[src/rtl/dwdiv_pkg.sv]
package dwdiv_pkg;

   // Encoding of the reload-source select input.
   typedef enum logic {
      WORD_A = 1'b0,
      WORD_B = 1'b1
   } word_sel_e;

   // Number of holding registers the select line chooses between.
   localparam int NUM_WORDS = 2;

   // Index width needed to address the holding registers.
   localparam int SEL_W = (NUM_WORDS > 1) ? $clog2(NUM_WORDS) : 1;

endpackage

[src/rtl/dwdiv_modreg.sv]
module dwdiv_modreg #(
   parameter int WIDTH = 8
) (
   input  logic             clk,
   input  logic             rst,
   input  logic             load,
   input  logic [WIDTH-1:0] word,
   output logic [WIDTH-1:0] value
);

   generate
      if (WIDTH < 1) begin : g_bad_width
         $error("dwdiv_modreg: WIDTH must be at least 1");
      end
   endgenerate

   // Transparent-while-high behaviour done synchronously: the register
   // captures on each edge where the strobe is high.
   always_ff @(posedge clk) begin
      if (rst) begin
         value <= '0;
      end else if (load) begin
         value <= word;
      end
   end

endmodule

[src/rtl/dwdiv_downcnt.sv]
module dwdiv_downcnt #(
   parameter int WIDTH = 8
) (
   input  logic             clk,
   input  logic             rst,
   input  logic             en,
   input  logic [WIDTH-1:0] reload_val,
   output logic [WIDTH-1:0] count,
   output logic             zero_hit
);

   localparam logic [WIDTH-1:0] ZERO = '0;
   localparam logic [WIDTH-1:0] ONE  = {{(WIDTH-1){1'b0}}, 1'b1};

   generate
      if (WIDTH < 2) begin : g_bad_width
         $error("dwdiv_downcnt: WIDTH must be at least 2");
      end
   endgenerate

   logic at_zero;
   logic [WIDTH-1:0] count_nx;

   assign at_zero  = (count == ZERO);
   assign zero_hit = en && at_zero;

   always_comb begin
      count_nx = count;
      if (en) begin
         if (at_zero) begin
            count_nx = reload_val;
         end else begin
            count_nx = count - ONE;
         end
      end
   end

   always_ff @(posedge clk) begin
      if (rst) begin
         count <= ZERO;
      end else begin
         count <= count_nx;
      end
   end

endmodule

[src/rtl/dwdiv_tcstage.sv]
module dwdiv_tcstage #(
   parameter bit RETIME = 1'b1
) (
   input  logic clk,
   input  logic rst,
   input  logic hit,
   output logic tc
);

   generate
      if (RETIME) begin : g_retimed
         logic tc_q;
         always_ff @(posedge clk) begin
            if (rst) begin
               tc_q <= 1'b0;
            end else begin
               tc_q <= hit;
            end
         end
         assign tc = tc_q;
      end else begin : g_direct
         assign tc = hit && !rst;
      end
   endgenerate

endmodule

[src/rtl/dualword_divider.sv]
module dualword_divider
   import dwdiv_pkg::*;
#(
   parameter int WIDTH  = 8,
   parameter bit RETIME = 1'b1
) (
   input  logic             clk,
   input  logic             rst,
   input  logic             cnt_en,
   input  logic             sel_b,
   input  logic             load_a,
   input  logic             load_b,
   input  logic [WIDTH-1:0] word_a,
   input  logic [WIDTH-1:0] word_b,
   output logic             tc_out
);

   generate
      if (WIDTH < 2 || WIDTH > 32) begin : g_bad_width
         $error("dualword_divider: WIDTH must be within 2..32");
      end
      if (NUM_WORDS != 2) begin : g_bad_words
         $error("dualword_divider: exactly two holding registers expected");
      end
   endgenerate

   logic [WIDTH-1:0] word_in  [NUM_WORDS];
   logic             load_in  [NUM_WORDS];
   logic [WIDTH-1:0] mod_val  [NUM_WORDS];
   logic [WIDTH-1:0] reload_val;
   logic [WIDTH-1:0] count_q;
   logic             zero_hit;
   word_sel_e        src_sel;

   assign word_in[0] = word_a;
   assign word_in[1] = word_b;
   assign load_in[0] = load_a;
   assign load_in[1] = load_b;

   generate
      for (genvar gi = 0; gi < NUM_WORDS; gi++) begin : g_word
         dwdiv_modreg #(.WIDTH(WIDTH)) u_reg (
            .clk   (clk),
            .rst   (rst),
            .load  (load_in[gi]),
            .word  (word_in[gi]),
            .value (mod_val[gi])
         );
      end
   endgenerate

   assign src_sel    = word_sel_e'(sel_b);
   assign reload_val = (src_sel == WORD_B) ? mod_val[1] : mod_val[0];

   dwdiv_downcnt #(.WIDTH(WIDTH)) u_cnt (
      .clk        (clk),
      .rst        (rst),
      .en         (cnt_en),
      .reload_val (reload_val),
      .count      (count_q),
      .zero_hit   (zero_hit)
   );

   dwdiv_tcstage #(.RETIME(RETIME)) u_tc (
      .clk (clk),
      .rst (rst),
      .hit (zero_hit),
      .tc  (tc_out)
   );

endmodule

[config.mk]
export PLATFORM = sky130hd
export DESIGN_NAME = dualword_divider
export DESIGN_NICKNAME = d
export VERILOG_FILES = /design/src/rtl/dwdiv_pkg.sv /design/src/rtl/dwdiv_modreg.sv /design/src/rtl/dwdiv_downcnt.sv /design/src/rtl/dwdiv_tcstage.sv /design/src/rtl/dualword_divider.sv
export SDC_FILE = /design/constraint.sdc
export NUM_CORES = 1
export LEC_CHECK = 0
export BUFFER_PORTS_ARGS = -buffer_cell sky130_fd_sc_hd__clkbuf_2
export CORE_MARGIN = 1
export CORE_UTILIZATION = 53
export DETAILED_ROUTE_END_ITERATION = 12
export MAX_ROUTING_LAYER = met4
export PLACE_DENSITY = 0.76
export SLEW_MARGIN = 15
export SYNTH_ARGS = -nofsm -noshare
export SYNTH_HDL_FRONTEND = slang
export SYNTH_SLANG_ARGS = --single-unit
[constraint.sdc]
create_clock -name clk -period 2.2 [get_ports clk]
set_input_delay 0.11 -clock clk [delete_from_list [all_inputs] [get_ports clk]]
set_output_delay 0.11 -clock clk [all_outputs]
set_load 0.01 [all_outputs]
---- After elaboration in Yosys (flattened, before gate mapping) ----
Cells that the tools add are included.
cells by class
  add/subtract/negate cells ............... 1
  muxes and demuxes ....................... 2
  reductions and logical operators ........ 2
operators with widths
  operator                                                             number
  8-bit two-way mux                                                    2
  8-bit zero test                                                      1
  8-bit by 1-bit subtractor with 8-bit output (second input constant)  1
  1-bit logical AND                                                    1
storage, ports and cells
  register bits after elaboration ......... 25
  input port bits ......................... 22
  logic and storage cells ................. 9

---- Longest topological paths before layout ----
Gate-level depths: netlist of the first run.
  depth after elaboration ................. 2
  depth in mapped cells ................... 5
  mapped depth without buffers ............ 5

---- Hierarchy ----
A second synthesis of the first run with hierarchy kept.
unflattened totals
  cell total of the unflattened synthesis .. 122
  area, all modules ....................... 1257.5 um2
by module, submodules not included
  module            times used  cells each  area an instance (um2)
  dwdiv_modreg      2           26          285.3
  dwdiv_downcnt     1           59          521.8
  dualword_divider  1           9           131.4
  dwdiv_tcstage     1           2           33.8

---- Worst setup path after synthesis of the first run ----
No wires, ideal clock.
  path type ............................... register to register
  start point ............................. reg u_cnt.count[0]
  end point ............................... reg u_cnt.count[1]
  setup time .............................. 0.135 ns
  arrival time ............................ 1.505 ns
  data required time ...................... 2.065 ns
  setup slack ............................. 0.561 ns
  cell stages (with the launch flop) ...... 6
  path buffers ............................ 0
  path through ............................ dfxtp_1 inv_1 ha_1 or3b_2 a2111oi_0 o32ai_1
between the ends
  longest elaborated chain between the ends .. 2
  elaborated cells between the ends (all ways) .. 3
RTL lines
  what                                                                                   line                                      source
  start: declaration                                                                     dwdiv_downcnt.sv:8                        output logic [WIDTH-1:0] count,
  start signal: assignment                                                               dwdiv_downcnt.sv:42                       count <= count_nx;
  8-bit by 1-bit subtractor with 8-bit output / 8-bit zero test (equally long branches)  dwdiv_downcnt.sv:33, dwdiv_downcnt.sv:24
  8-bit two-way mux (*)                                                                  dwdiv_downcnt.sv:30                       if (at_zero) begin
Every way passes the cells marked *; elsewhere a longest branch is shown, timed or not.
A chain may end at the register's enable or synchronous reset.

---- Worst setup path after layout of the first run ----
Same ends and word-level chain as after synthesis.

==> impl_metrics.env, run 1 <==
export IMPL_outcome="complete, no violations"
export IMPL_cts_resized=0
export IMPL_relSlewSlack=0.6633
export IMPL_cp_end_kind="register"
export IMPL_ir_drop_mv=0.8079
export IMPL_syn_area_um2=1214
export IMPL_ys_flop_type="dfxtp_1"
export IMPL_hold_viol=0
export IMPL_power_mw=1.459
export IMPL_dieArea_um2=2486
export IMPL_rsz0062_at_grt="false"
export IMPL_port_buffers=22
export IMPL_cts_num_sinks=25
export IMPL_synthCells=123
export IMPL_grt_pass1_wl_um=4340
export IMPL_fin_skew_ps=14.35
export IMPL_fmax_mhz=508.8
export IMPL_grt_usage=0.2365
export IMPL_drc=0
export IMPL_numCtsBuffers=3
export IMPL_antenna_found_initial=0
export IMPL_clk_pin_slew_ps=140
export IMPL_ys_types=41
export IMPL_hold_path_class="input port to register"
export IMPL_syn_to_final_growth_pct=12.17
export IMPL_drt_pass1_iterations=4
export IMPL_fp_dieW_um=49.86
export IMPL_tns_ps=0
export IMPL_design_area_um2=1361
export IMPL_initial_core_util=0.5886
export IMPL_path_max_fanout=6
export IMPL_fin_crit_ps=1966
export IMPL_cts_tree="yes"
export IMPL_crit_arrival_ps=2180
export IMPL_post_dp_hpwl_um=1819
export IMPL_grt_max_degree=29
export IMPL_crit_required_ps=2410
export IMPL_cts_setup_buffers=0
export IMPL_worst_setup_path_type="register to register"
export IMPL_top_level_ports=23
export IMPL_ant_nets=0
export IMPL_async_flop_share=0
export IMPL_synth_edff_count=0
export IMPL_dr_first_iter_drc_count=19
export IMPL_cap_violations=0
export IMPL_cts_root_buf="clkbuf_4"
export IMPL_ys_seq_area_frac=0.4124
export IMPL_rows=16
export IMPL_worst_pin_slew_ps=492.3
export IMPL_leakagePower_nw=0.6048
export IMPL_layout_setup_ws_ps=234.4
export IMPL_placed_area_um2=1334
export IMPL_critPathLaunchType="register"
export IMPL_period_share=0.8935
export IMPL_finalWirelength_um=2469
export IMPL_avgSynthCellArea_um2=9.867
export IMPL_clockBufferDepth=2
export IMPL_die_y_um=49.86
export IMPL_wl_per_cell_um=14.52
export IMPL_drive_gt1_frac=0.2378
export IMPL_viasPerCell=5.941
export IMPL_cts_hold_fix_buffers=0
export IMPL_p_per_area_nw_per_um2=1072
export IMPL_utilization=0.6602
export IMPL_layout_nets=168
export IMPL_htree_levels=1
export IMPL_place_gp_congestion=0.9218
export IMPL_grt_pass1_vias=1017
export IMPL_pre_cts_ws_ps=286.0
export IMPL_syn_num_nets=147
export IMPL_ys_ff_latch=25
export IMPL_drv_slew=0
export IMPL_grt_overflow=0
export IMPL_coreArea_um2=2062
export IMPL_num_vias=1010
export IMPL_finalSetupViolations=0
export IMPL_yosysWarnings=0
export IMPL_n_antenna_cell=0
export IMPL_insertion_delay_ps=330
## cell usage in the layout, fill, tap and decap left out, types with 2 or more instances in the layout
cell / n
ha_1: 2
nor3_1: 3
clkbuf_4: 3
inv_1: 4
clkbuf_2: 22
o21ai_1: 2
mux2i_1: 21
nand3b_1: 2
nand2_1: 2
nor2_1: 19
a311o_1: 2
nor2b_1: 4
dfxtp_1: 25
mux2_2: 4
nand2b_1: 2
## metal layers
metal  track usage  vias up  part of all wire  wire length [um]
met2        0.3941       23              0.50              1229
met4        0.1000        0             0.015                36
li1              -      492                 -                 -
met1        0.2792      490              0.45              1106
met3       0.04012        5             0.039                96
met5             -        -                 0                 0
## logic make-up after synthesis
kind of cell	share of synthesized area
AND/OR/NAND/NOR	0.2021
multiplexers	0.2196
adder cells (fa/ha/maj)	0.02062
flip-flops	0.4124
buffers and inverters	0.03195
AO/OA/AOI/OAI	0.1134
## layout make-up
cell class / count / area (um^2)
clock buffer: 3 / 22.52
clock inverter: 1 / 5.005
fill: 176 / 700.7
inverter: 4 / 15.01
multi-input combinational: 88 / 674.4
sequential: 25 / 500.5
tap: 27 / 33.78
timing repair buffer: 22 / 110.1
## worst max-delay path: stages, from the launching register on
cell and delay [ps]:
dfxtp_1 400, inv_1 100, ha_1 240, or3b_2 470, a2111oi_0 500, o32ai_1 130
## report_power, final
group          switching [mW]  leakage, nW  internal [mW]  total [mW]
combinational           0.319        0.381          0.285       0.604
clock                   0.140       0.0177         0.0682       0.208
sequential              0.112        0.206          0.536       0.647
total                   0.571        0.605          0.889        1.46
## final timing paths
check / from / endpoint / slack, ps / depth (start not counted)
setup / recovery: u_cnt.count[0] / u_cnt.count[1] / 230 / 5
hold / removal: word_b[3] / g_word[1].u_reg.value[3] / 20 / 3
setup reg to reg: u_cnt.count[0] / u_cnt.count[1] / 230 / 5
hold reg to reg: g_word[0].u_reg.value[4] / g_word[0].u_reg.value[4] / 510 / 2
## cell usage after synthesis (all sizes together), types with 2 or more instances
master / number / area (um^2)
nor3: 3 / 15.01
nor2b: 4 / 25.02
mux2i: 21 / 210.2
o21ai: 2 / 10.01
a311o: 2 / 20.02
nand2: 2 / 7.510
nand2b: 2 / 12.51
nor2: 19 / 71.32
nor4: 2 / 18.77
ha: 2 / 25.02
nand3b: 2 / 15.01
inv: 4 / 15.01
buf: 3 / 12.51
mux2: 5 / 56.30
nor3b: 2 / 20.02
dfxtp: 25 / 500.5
clkbuf: 3 / 11.26
## metrics by stage
stage | hold slack, ps | instances
final | 17.46 | 170
after CTS | 16.25 | 170
after floorplan | 216.3 | 123
after detailed placement | 354.6 | 166
after global placement | 343.9 | 166
after global routing | 19.45 | 170
## registers in the layout, indices dropped and copies added, names as in the netlist
signal	flops
g_word.u_reg.value	16
u_tc.tc	1
u_cnt.count	8
(Power assumes the default switching activity.)
==> run 2, diff against run 1 <==
--- a/config.mk
+++ b/config.mk
@@ -5,12 +5,13 @@
 export SDC_FILE = /design/constraint.sdc
 export NUM_CORES = 1
 export LEC_CHECK = 0
+export ABC_AREA = 1
 export BUFFER_PORTS_ARGS = -buffer_cell sky130_fd_sc_hd__clkbuf_2
 export CORE_MARGIN = 1
-export CORE_UTILIZATION = 53
+export CORE_UTILIZATION = 54
 export DETAILED_ROUTE_END_ITERATION = 12
 export MAX_ROUTING_LAYER = met4
-export PLACE_DENSITY = 0.76
+export PLACE_DENSITY = 0.77
 export SLEW_MARGIN = 15
 export SYNTH_ARGS = -nofsm -noshare
 export SYNTH_HDL_FRONTEND = slang
==> impl_metrics.env, run 2 <==
export IMPL_outcome="complete, no violations"
export IMPL_yosysTopAreaCellShare=0.4032
export IMPL_cts_num_sinks=25
export IMPL_num_vias=1164
export IMPL_yosysWarnings=0
export IMPL_fin_skew_ps=11.64
export IMPL_syn_to_final_growth_pct=12.40
export IMPL_cts_hold_fix_buffers=0
export IMPL_top_level_ports=23
export IMPL_ys_flop_type="dfxtp_1"
export IMPL_insertion_delay_ps=310
export IMPL_rr_startpoint="u_cnt.count[0]"
export IMPL_pre_cts_ws_ps=875.7
export IMPL_cts_tree="yes"
export IMPL_grt_overflow=0
export IMPL_tns_ps=0
export IMPL_fmax_mhz=750.2
export IMPL_dr_first_iter_drc_count=29
export IMPL_relSlewSlack=0.6938
export IMPL_cpPeakStageDelay_ps=330
export IMPL_period_share=0.6059
export IMPL_ant_nets=0
export IMPL_die_y_um=49.94
export IMPL_initial_core_util=0.6019
export IMPL_utilization=0.6766
export IMPL_dieArea_um2=2494
export IMPL_n_antenna_cell=0
export IMPL_drc=0
export IMPL_final_cell_mix="nand2_1 (41), nor2_1 (33), dfxtp_1 (25)"
export IMPL_syn_num_nets=204
export IMPL_numCtsBuffers=3
export IMPL_hold_path_class="input port to register"
export IMPL_async_flop_share=0
export IMPL_finalWirelength_um=2605
export IMPL_final_fill_count=188
export IMPL_grt_usage=0.2377
export IMPL_cpMaxStageDelayCell="dfxtp_1"
export IMPL_viasPerCell=5.083
export IMPL_drt_pass1_iterations=6
export IMPL_synthCells=180
export IMPL_wl_per_cell_um=11.38
export IMPL_syn_area_um2=1241
export IMPL_fin_crit_ps=1333
export IMPL_yosysMostFrequentCell="nand2_1"
export IMPL_cap_violations=0
export IMPL_synth_edff_count=0
export IMPL_p_per_area_nw_per_um2=729.5
export IMPL_grt_pass1_vias=1111
export IMPL_hp_start="word_b[4]"
export IMPL_ys_top_cells_by_area="dfxtp_1 (40%), nand2_1 (12%), nor2_1 (10%)"
export IMPL_clk_pin_slew_ps=140
export IMPL_finalSetupViolations=0
export IMPL_rsz0062_at_grt="false"
export IMPL_regMostFlops="g_word.u_reg.value"
export IMPL_drive_gt1_frac=0.1782
export IMPL_avgSynthCellArea_um2=6.896
export IMPL_cts_setup_buffers=0
export IMPL_layout_nets=227
export IMPL_stdcell_count=229
export IMPL_worst_setup_path_type="register to register"
export IMPL_htree_levels=1
export IMPL_crit_arrival_ps=1600
export IMPL_port_buffers=22
export IMPL_rows=16
export IMPL_ir_drop_mv=0.4333
export IMPL_grt_pass1_wl_um=4471
export IMPL_largest_reg_flops=16
export IMPL_layout_setup_ws_ps=867.0
export IMPL_synthTopCellsByCount="nand2_1 (41), nor2_1 (33), dfxtp_1 (25)"
export IMPL_critPathLaunchType="register"
export IMPL_worst_pin_slew_ps=458.8
export IMPL_path_cells="inv_1 -> ha_1 -> nand3_2 -> inv_1 -> nand2_4 -> nand2_1 -> nand3_2 -> a21oi_2"
export IMPL_fp_dieW_um=49.94
export IMPL_leakagePower_nw=0.6980
export IMPL_clockBufferDepth=2
export IMPL_coreArea_um2=2062
export IMPL_post_dp_hpwl_um=2030
export IMPL_cp_end_kind="register"
export IMPL_ys_types=24
export IMPL_place_gp_congestion=0.8917
export IMPL_antenna_found_initial=0
export IMPL_hold_viol=0
export IMPL_dp_cells=225
export IMPL_cts_resized=0
export IMPL_synth_area_leader_cell="dfxtp_1"
export IMPL_cts_root_buf="clkbuf_4"
export IMPL_drv_slew=0
export IMPL_crit_required_ps=2460
export IMPL_ys_ff_latch=25
export IMPL_path_max_fanout=7
export IMPL_cp_startpoint="u_cnt.count[0]"
export IMPL_grt_max_degree=21
export IMPL_ys_seq_area_frac=0.4032
export IMPL_mostFrequentLayoutCell="nand2_1"
export IMPL_power_mw=1.018
run 2: final cells by class:
| type | count | area (um^2) | area share |
|---|---|---|---|
| clock buffer | 3 | 22.52 | 0.01614 |
| clock inverter | 1 | 5.005 | 0.003587 |
| inverter | 17 | 66.31 | 0.04753 |
| multi-input combinational | 134 | 656.9 | 0.4709 |
| sequential | 25 | 500.5 | 0.3587 |
| tap | 27 | 33.78 | 0.02422 |
| timing repair buffer | 22 | 110.1 | 0.07892 |
run 2: kinds of logic (layout without fill, tap and decap cells):
kind of cell    Yosys count  in the layout  share of synthesized area
buf+inv                  21             43                    0.06754
compound gates           40             40                     0.1704
flops                    25             25                     0.4032
simple gates             92             92                     0.3387
fa+ha+maj                 2              2                    0.02016
run 2: worst paths after layout:
path | to | slack, ps | depth (start not counted)
worst max-delay path | u_cnt.count[4] | 870 | 8
worst min-delay path | g_word[1].u_reg.value[4] | 9 | 3
worst max register to register | u_cnt.count[4] | 870 | 8
worst min register to register | g_word[0].u_reg.value[7] | 460 | 2
run 2: layer usage:
metal	vias to the layer above	share of wire	track usage
met5	-	0	-
met4	0	0.0088	0.07619
met3	4	0.028	0.03704
met2	17	0.49	0.4347
met1	520	0.47	0.2594
li1	623	-	-
run 2: power by group:
part	internal, mW	leakage [nW]	switching, mW
Clock	0.0679	0.0177	0.133
Combinational	0.109	0.473	0.182
Sequential	0.493	0.208	0.0324
run 2: per-stage QoR:
| step | area (um^2) | hold slack [ps] |
|---|---|---|
| 2_1_floorplan | 1241 | 172.4 |
| 3_3_place_gp | 1368 | 332.0 |
| 3_5_place_dp | 1368 | 339.5 |
| 4_1_cts | 1395 | 3.405 |
| 5_1_grt | 1395 | 5.661 |
| 6_report | 1395 | 8.847 |
run 2: critical path: cells and delay by family, from the launching register on:
family	cells	cell delay, ps
compound gates	1	120
fa+ha+maj	1	200
buf+inv	2	270
flops	1	330
simple gates	4	370
==> run 3, diff against run 2 <==
--- a/config.mk
+++ b/config.mk
@@ -8,10 +8,10 @@
 export ABC_AREA = 1
 export BUFFER_PORTS_ARGS = -buffer_cell sky130_fd_sc_hd__clkbuf_2
 export CORE_MARGIN = 1
-export CORE_UTILIZATION = 54
+export CORE_UTILIZATION = 48
 export DETAILED_ROUTE_END_ITERATION = 12
 export MAX_ROUTING_LAYER = met4
-export PLACE_DENSITY = 0.77
+export PLACE_DENSITY = 0.72
 export SLEW_MARGIN = 15
 export SYNTH_ARGS = -nofsm -noshare
 export SYNTH_HDL_FRONTEND = slang
==> constraint.sdc (replaced) <==
create_clock -name clk -period 1.15 [get_ports clk]
set_input_delay 0.0575 -clock clk [delete_from_list [all_inputs] [get_ports clk]]
set_output_delay 0.0575 -clock clk [all_outputs]
set_load 0.01 [all_outputs]
==> impl_metrics.env, run 3 (synthesis results as in run 2) <==
export IMPL_reg2reg_slack_ps=-20
export IMPL_n_antenna_cell=0
export IMPL_place_gp_congestion=0.8963
export IMPL_rows=18
export IMPL_final_fill_count=206
export IMPL_cts_num_sinks=25
export IMPL_initial_core_util=0.5056
export IMPL_drt_pass1_iterations=4
export IMPL_finalWirelength_um=3020
export IMPL_top_level_ports=23
export IMPL_syn_to_final_growth_pct=32.96
export IMPL_antenna_found_initial=0
export IMPL_worst_setup_path_type="register to register"
export IMPL_worst_pin_slew_ps=238.5
export IMPL_cts_tree="yes"
export IMPL_fin_crit_ps=1169
export IMPL_relSlewSlack=0.8400
export IMPL_power_mw=2.084
export IMPL_htree_levels=1
export IMPL_grt_pass1_wl_um=5071
export IMPL_coreArea_um2=2455
export IMPL_pre_cts_ws_ps=-64.02
export IMPL_clk_pin_slew_ps=120
export IMPL_cp_end_kind="register"
export IMPL_drive_gt1_frac=0.2432
export IMPL_dieArea_um2=2793
export IMPL_insertion_delay_ps=310
export IMPL_cap_violations=0
export IMPL_crit_required_ps=1360
export IMPL_mostFrequentLayoutCell="nand2_1"
export IMPL_critPathLaunchType="register"
export IMPL_fp_dieW_um=52.85
export IMPL_grt_max_degree=21
export IMPL_drc=0
export IMPL_clockBufferDepth=2
export IMPL_post_dp_hpwl_um=2142
export IMPL_num_vias=1274
export IMPL_fin_skew_ps=2.674
export IMPL_tns_ps=-41.35
export IMPL_layout_nets=247
export IMPL_wl_per_cell_um=11.98
export IMPL_leakagePower_nw=0.7895
export IMPL_ir_drop_mv=1.024
export IMPL_layout_setup_ws_ps=-18.56
export IMPL_numCtsBuffers=3
export IMPL_path_max_fanout=10
export IMPL_largest_reg_flops=16
export IMPL_crit_arrival_ps=1380
export IMPL_die_y_um=52.85
export IMPL_fmax_mhz=855.8
export IMPL_hold_path_class="input port to register"
export IMPL_p_per_area_nw_per_um2=1263
export IMPL_grt_pass1_vias=1203
export IMPL_grt_usage=0.2602
export IMPL_grt_overflow=0
export IMPL_regMostFlops="g_word.u_reg.value"
export IMPL_period_share=1.016
export IMPL_dr_first_iter_drc_count=37
export IMPL_outcome="finished with violations"
export IMPL_drv_slew=0
export IMPL_violations="negative setup slack"
export IMPL_finalSetupViolations=3
export IMPL_viasPerCell=5.056
export IMPL_port_buffers=22
export IMPL_fin_hold_ws_ps=53.83
export IMPL_rsz0062_at_grt="true"
export IMPL_hold_viol=0
export IMPL_final_cell_mix="nand2_1 (39), nor2_1 (33), o21ai_0 (22), clkbuf_2 (22), dfxtp_1 (20)"
export IMPL_cts_root_buf="clkbuf_4"
export IMPL_ant_nets=0
[run 3: changes by cell type in the layout (fill, tap and decap cells not counted), sizes merged]
cell | previous run | this run
buf | 0 | 4
clkbuf | 25 | 26
clkinv | 2 | 1
dlygate4sd3 | 0 | 16
[run 3: worst max-delay path: stages, from the launching register on]
cell and delay, ps:
dfxtp_2 360, inv_4 90, ha_4 140, nand3_4 100
nor2_8 160, nand2_1 90, nand3_2 80, a21oi_2 60
[run 3: where the power goes]
| part | switching, mW | total, mW | internal, mW |
|---|---|---|---|
| registers | 0.0675 | 1.02 | 0.949 |
| logic | 0.395 | 0.688 | 0.293 |
| clock network | 0.243 | 0.379 | 0.136 |
[run 3: path summary, 6_finish.rpt]
check | from | end | depth (start not counted)
min | word_a[7] | g_word[0].u_reg.value[7] | 3
max | u_cnt.count[0] | u_cnt.count[4] | 7
max reg2reg | u_cnt.count[0] | u_cnt.count[4] | 7
min reg2reg | g_word[0].u_reg.value[7] | g_word[0].u_reg.value[7] | 2
[run 3: metal layers]
metal,up-vias,global-route usage,wire length [um]
li1,663,-,-
met1,579,0.2870,1276
met2,28,0.4810,1633
met3,4,0.03448,88
met4,0,0.07895,22
met5,-,-,0
[run 3: cell type report]
type | count | area, um^2 | share of cell area
Multi-Input combinational cell | 134 | 708.2 | 0.4291
Timing Repair Buffer | 42 | 300.3 | 0.1820
Tap cell | 30 | 37.54 | 0.02274
Sequential cell | 25 | 506.7 | 0.3071
Clock buffer | 4 | 26.28 | 0.01592
Inverter | 17 | 71.32 | 0.04321
[run 3: stage by stage]
stage	utilization	cells	instance area [um^2]
after floorplan	-	180	1241
after global placement	0.5678	231	1394
after detailed placement	0.5678	231	1394
after CTS	0.6656	252	1634
after global routing	0.6723	252	1650
final	0.6723	252	1650
[run 3: what timing repair did]
item | CTS | global route
endpoints found under the setup margin | 9 | 8
pin swaps | 5 | 1
hold buffers | 16 | 0
resized for setup | 13 | 5
hold endpoints to repair | 17 | 0
buffers inserted | 1 | 0
